**config.mk**
```make
export PLATFORM = sky130hd
export DESIGN_NAME = sc_monitor
export DESIGN_NICKNAME = d
export VERILOG_FILES = /design/src/rtl/sc_monitor.sv
export SDC_FILE = /design/constraint.sdc
export NUM_CORES = 1
export LEC_CHECK = 0
export ABC_AREA = 1
export BUFFER_PORTS_ARGS = -buffer_cell sky130_fd_sc_hd__buf_4
export CAP_MARGIN = 20
export CORE_ASPECT_RATIO = 1.25
export CORE_UTILIZATION = 35
export CTS_BUF_LIST = sky130_fd_sc_hd__clkbuf_2 sky130_fd_sc_hd__clkbuf_4 sky130_fd_sc_hd__clkbuf_8
export CTS_CLUSTER_DIAMETER = 30
export DETAILED_ROUTE_END_ITERATION = 12
export PLACE_DENSITY = 0.63
export SETUP_SLACK_MARGIN = 0.4
export SLEW_MARGIN = 25
export SYNTH_ARGS = -nofsm -noshare
export SYNTH_HDL_FRONTEND = slang
export SYNTH_SLANG_ARGS = --single-unit
```
**constraint.sdc**
```tcl
create_clock -name clk -period 1.7 [get_ports clk]
set_clock_uncertainty 0.1 [all_clocks]
set_input_delay 0.51 -clock clk [delete_from_list [all_inputs] [get_ports clk]]
set_output_delay 0.51 -clock clk [all_outputs]
set_load 0.02 [all_outputs]
```
**src/rtl/sc_monitor.sv**
```systemverilog
module sc_monitor #(
  parameter int NPH       = 2,
  parameter int BLANK_CYC = 50,
  parameter bit LATCH_EN  = 1'b1
) (
  input  logic           clk,
  input  logic           rst_n,
  input  logic [NPH-1:0] cmd_hi,
  input  logic [NPH-1:0] cmd_lo,
  input  logic [NPH-1:0] out_obs,
  input  logic           ot_in,
  input  logic           flt_clr,
  output logic           sc_flag,
  output logic           fault_dis
);
  localparam int CW = $clog2(BLANK_CYC + 1);

  logic [NPH-1:0] hi_q, lo_q, chg, blank, drv, mis;
  logic [CW-1:0]  cnt [NPH];
  logic           sc_q, flt_q;

  assign chg = (cmd_hi ^ hi_q) | (cmd_lo ^ lo_q);
  assign drv = cmd_hi ^ cmd_lo;
  assign mis = drv & (out_obs ^ cmd_hi);

  for (genvar p = 0; p < NPH; p++) begin : g_ph
    assign blank[p] = chg[p] || (cnt[p] != '0);
    always_ff @(posedge clk or negedge rst_n)
      if (!rst_n)                cnt[p] <= '0;
      else if (chg[p])           cnt[p] <= CW'(BLANK_CYC);
      else if (cnt[p] != '0)     cnt[p] <= cnt[p] - 1'b1;
  end

  always_ff @(posedge clk or negedge rst_n)
    if (!rst_n) begin
      hi_q <= '0;
      lo_q <= '0;
      sc_q <= 1'b0;
    end else begin
      hi_q <= cmd_hi;
      lo_q <= cmd_lo;
      sc_q <= |(mis & ~blank);
    end

  assign sc_flag = sc_q;

  if (LATCH_EN) begin : g_latch
    always_ff @(posedge clk or negedge rst_n)
      if (!rst_n)               flt_q <= 1'b0;
      else if (sc_q || ot_in)   flt_q <= 1'b1;
      else if (flt_clr)         flt_q <= 1'b0;
  end else begin : g_nolatch
    assign flt_q = 1'b0;
  end

  assign fault_dis = flt_q;

  assert_rise_needs_unblanked_R2: assert property (@(posedge clk) disable iff (!rst_n)
    $rose(sc_flag) |-> $past(|(mis & ~blank)));

  assert_change_blanks_R3: assert property (@(posedge clk) disable iff (!rst_n)
    (|chg) |=> (|blank));

  assert_floating_ignored_R1: assert property (@(posedge clk) disable iff (!rst_n)
    (drv == '0) |=> !sc_flag);

  assert_latch_sets_R8: assert property (@(posedge clk) disable iff (!rst_n)
    (LATCH_EN && (sc_flag || ot_in)) |=> fault_dis);

  assert_latch_holds_R7: assert property (@(posedge clk) disable iff (!rst_n)
    (fault_dis && !flt_clr) |=> fault_dis);

  assert_dis_source_R6: assert property (@(posedge clk) disable iff (!rst_n)
    $rose(fault_dis) |-> $past(sc_flag || ot_in));
endmodule

```
Word-level counts from Yosys, hierarchy flattened
Index checks and enable logic that the tools add are counted.
{"block": "op_classes", "n_addsub": 2, "n_reduce_logical": 9, "bitwise": 8, "muxes": 6}
{"cell": "two-way mux 6 bit", "n": 4}
{"cell": "nonzero test 6 bit", "n": 2}
{"cell": "subtractor 6 x 1 -> 6 bit (second input constant)", "n": 2}
{"cell": "XOR 2 bit", "n": 4}
{"cell": "nonzero test 2 bit", "n": 3}
{"cell": "AND 2 bit", "n": 2}
{"cell": "logical OR 1 bit", "n": 3}
{"cell": "two-way mux 1 bit", "n": 2}
{"cell": "NOT 2 bit", "n": 1}
{"cell": "OR 2 bit", "n": 1}
{"cell": "OR reduction 2 bit", "n": 1}
{"block": "word_totals", "input_bits": 10, "output_inout_bits": 2, "ff_bits": 18}

Logic depth before layout (Yosys ltp)
{"block": "depth", "depth_word": 6, "depth_mapped": 7}

Worst setup path before layout
Ideal clock, no wire load.
{"block": "synth_path", "kind": "flip-flop to flip-flop", "startpoint": "register cnt[6] (netlist name)", "endpoint": "register cnt[11] (netlist name)", "t_required_ns": 1.487, "arrival_time_ns": 1.051, "setup_slack_ns": 0.436, "path_stages_with_launch": 8, "cell_sequence": "dfrtp_1 > inv_1 > ha_1 > nand2_1 > nor2_4 > nand2_2 > nand2_1 > inv_1"}
{"block": "synth_between", "elab_chain_len": 3, "word_cells_on_any_way": 5}
{"item": "start: declaration", "line_no": "19", "source": "logic [CW-1:0] cnt [NPH];"}
{"item": "start signal: indexed assignment", "line_no": "30", "source": "else if (chg[p]) cnt[p] <= CW'(BLANK_CYC);"}
{"item": "subtractor 6 x 1 -> 6 bit", "line_no": "31", "source": "else if (cnt[p] != '0) cnt[p] <= cnt[p] - 1'b1;"}
{"item": "two-way mux 6 bit", "line_no": "31"}
{"item": "two-way mux 6 bit", "line_no": "30"}
Several ways; a longest one is shown, not always the timed one. The select of a mux whose other input is x is not followed.
A chain may end at the register's enable or synchronous reset.

Worst setup path in the final report
{"block": "layout_path", "startpoint": "register sc_q, in the netlist sc_flag", "endpoint": "output sc_flag"}
{"item": "start: declaration", "line_no": "20", "source": "logic sc_q, flt_q;"}
{"item": "start signal: assignment", "line_no": "42", "source": "sc_q <= |(mis & ~blank);"}
{"item": "end: declaration", "line_no": "13", "source": "output logic sc_flag,"}
No word-level cell between the ends.

==> results.md <==
- Post-synthesis cell count: between 100 and 150
- Skew-Pair Late Insertion Delay: 0.30 ns
- CP Cell Sequence: buf_6
- Initial antenna violation count: 0
- Hold Path Stages: 1
- First-pass GRT wire length: 3360 um
- DRT iter0 DRCs: 12
- DR WL/cell: 10.57 um
- Pwr dens: 752.7 mW/mm^2
- Most frequent cells in the layout: nand2_1 (30), dfrtp_1 (18), buf_4 (16), inv_1 (15), nand3_1 (14)
- Clock sinks: 18
- Critical Path RT: 1.09 ns
- Fin. Hold Viols: 0
- Run status: finished clean
- CTS tree: done
- Worst path max stage delay: 0.41 ns
- Synth warnings: 0
- Mux share of post-synthesis cell area: 0%
- RSZ-0062 raised after global routing: yes
- Reg clk slew, reported paths: 0.11 ns
- Compound-gate portion of the synthesized area: 6.266%
- # IOs: 12
- Port-buffer cells: 11
- CTS buffer count: 3
- Mapped Nets: 138
- Max frequency: just under 700 MHz
- Fin crit period: 1.464 ns
- Sequential area share after synthesis: between 40% and 50%
- Drt first pass iters: 4
- Effective utilization at floorplan: 36.89%
- Post-Place Cell Area: about 0.0011 sq mm
- Core area: between 0.002 and 0.003 sq mm
- Site row count: 21
- Crit path buffers/inverters: 1
- Least-Margin Pin Slew: ~0.23 ns
- VDD IR max: just under 400 uV
- CP max stage cell: dfrtp_1
- CP Launch Type: flop
- P_leak: 0.6421 nW
- Worst Path Class, Setup: reg -> out
- Synthesized cell area: about 1000 sq um
- Post-DP HPWL: 1384 um
- HP Class: in -> reg
- Layout area overhead: 31.33%
- Syn avg cell area: 7.988 sq um
- Crit path to: sc_flag
- Maxcap violations: 0
- Clock Path Buffers: 2
- FF-to-FF path depth: 6
- Share of cells above drive strength 1: 33.78%
- Worst r2r src: cnt[1]
- Avg Vias per Cell: about 4.6
- Setup crit end kind: primary output
- Vias in the first global route: 811
- CP delay by family, top: flip-flops
- Commonest non-fill, non-tap cell in the layout: nand2_1
- # DRC: 0
- Largest net degree at the start of global routing: 19
- Final cycle utilization of the critical path: 86.14%
- Post-synthesis cell type count: 21
- Critical R2R Capture: cnt[3]
- FF+latch count, synth: 18
- GPL Wtd Cong: 0.8474
- Levels on crit path: 1
- GRT Overall Usage: about 15%
- Root buf cell: clkbuf_4
- Final wirelength: 1924 um
- Die ar.: 0.003072 sq mm
- Final hold slack: 0.2210 ns
- Final setup vio count: 0
- Setup crit start: sc_flag
- Final instance area: 0.001311 sq mm
- Diodes inserted: 0
- Via count: 845
- XOR/XNOR Fraction of Synth Area: 3.509%
- Slew HR: 84.41%
- Die H: 61.72 um
- H-tree Lvls: 1
- Crit-path max FO: 2
- Total Power: 0.9869 mW
- Largest family of logic cells by synthesized area: simple AND/OR/NAND/NOR gates
- Setup TNS: 0 ns
- Die extent in x: 49.77 um
- Gr ovfl total: 0
- Post-synthesis adder-cell area fraction: 3.759%
- R2R setup slack: 0.35 ns
- Final net count: approximately 160
- Worst EP arrival: 0.85 ns
- Max-slew violations: 0
- Synth Area in Simple Gates: 33.08%
- Post-DRT Antenna Nets: 0
==> sequential cells by signal, indices dropped and copies added, names as in the netlist <==
| signal | count |
|---|---|
| fault_dis | 1 |
| cnt | 12 |
| hi_q | 2 |
| lo_q | 2 |
| sc_flag | 1 |
==> synth_stat cells <==
cell type | n | share of area [%]
nand2_1 | 32 | 12
inv_1 | 22 | 8.3
dfrtp_1 | 18 | 45
nand3_1 | 15 | 7.5
nor2_1 | 10 | 3.8
o21ai_0 | 5 | 2.5
ha_1 | 3 | 3.8
nand2_2 | 3 | 1.9
nor2_2 | 2 | 1.3
nor2_4 | 2 | 2.3
xnor2_1 | 2 | 1.8
xor2_1 | 2 | 1.8
a21oi_1 | 1 | 0.50
a21oi_2 | 1 | 0.88
and2_1 | 1 | 0.63
nand4_2 | 1 | 1.3
nor2_8 | 1 | 2.0
nor3_1 | 1 | 0.50
o211ai_1 | 1 | 0.75
o21a_1 | 1 | 0.75
o21ai_2 | 1 | 0.88
==> metrics by stage <==
| stage | utilization (%) | std cells | setup WS, ns |
|---|---|---|---|
| floorplan | - | 125 | 0.4359 |
| global placement | 41.52 | 170 | 0.3174 |
| detailed placement | 41.52 | 170 | 0.2882 |
| CTS | 45.12 | 177 | 0.2250 |
| global route | 48.45 | 182 | 0.2058 |
| finish | 48.45 | 182 | 0.2357 |
==> logic make-up (layout without fill, tap and decap cells) <==
group	count (synthesis)	in the layout
and+or+nand+nor	68	68
buffers and inverters	22	45
DFF	18	18
AOI/OAI and AO/OA	10	10
xor gates and xnor gates	4	4
adders and majority gates	3	3
==> what timing repair did <==
action	in CTS	in global routing
hold endpoints to repair	18	0
setup endpoints to repair	14	13
resized for setup	11	16
setup buffers	2	5
hold buffers	1	0
pin swaps	1	3
gates cloned	0	0
==> layout make-up <==
class                   count  area [sq um]
fillers                   258          1395
multi-input cells          85         546.8
flip-flops and latches     18         450.4
repair buffers             19         152.6
inverters                  22         82.58
well taps                  34         42.54
clock buffers               4         36.28
==> worst min-delay path by stage <==
stage,end,start,slack [ns]
after floorplan,cnt[0],rst_n,0.11
after global placement,cnt[2],rst_n,0.29
final,hi_q[0],cmd_hi[0],0.22
after global routing,hi_q[0],cmd_hi[0],0.20
after detailed placement,cnt[1],rst_n,0.29
after CTS,hi_q[0],cmd_hi[0],0.22
==> routing by layer <==
| layer | up-vias | track usage, % | part of all wire (%) |
|---|---|---|---|
| met5 | - | 0 | 0 |
| met4 | 0 | 9.796 | 2.5 |
| met3 | 5 | 1.460 | 1.8 |
| met2 | 10 | 28.19 | 52 |
| met1 | 394 | 16.38 | 43 |
| li1 | 436 | - | - |
==> report_power, final <==
group	internal, mW	switching [mW]	total (mW)
logic	0.111	0.131	0.242
clock network	0.131	0.135	0.266
registers	0.455	0.0241	0.479
total	0.697	0.290	0.987
Power figures use the tool's default switching activity.
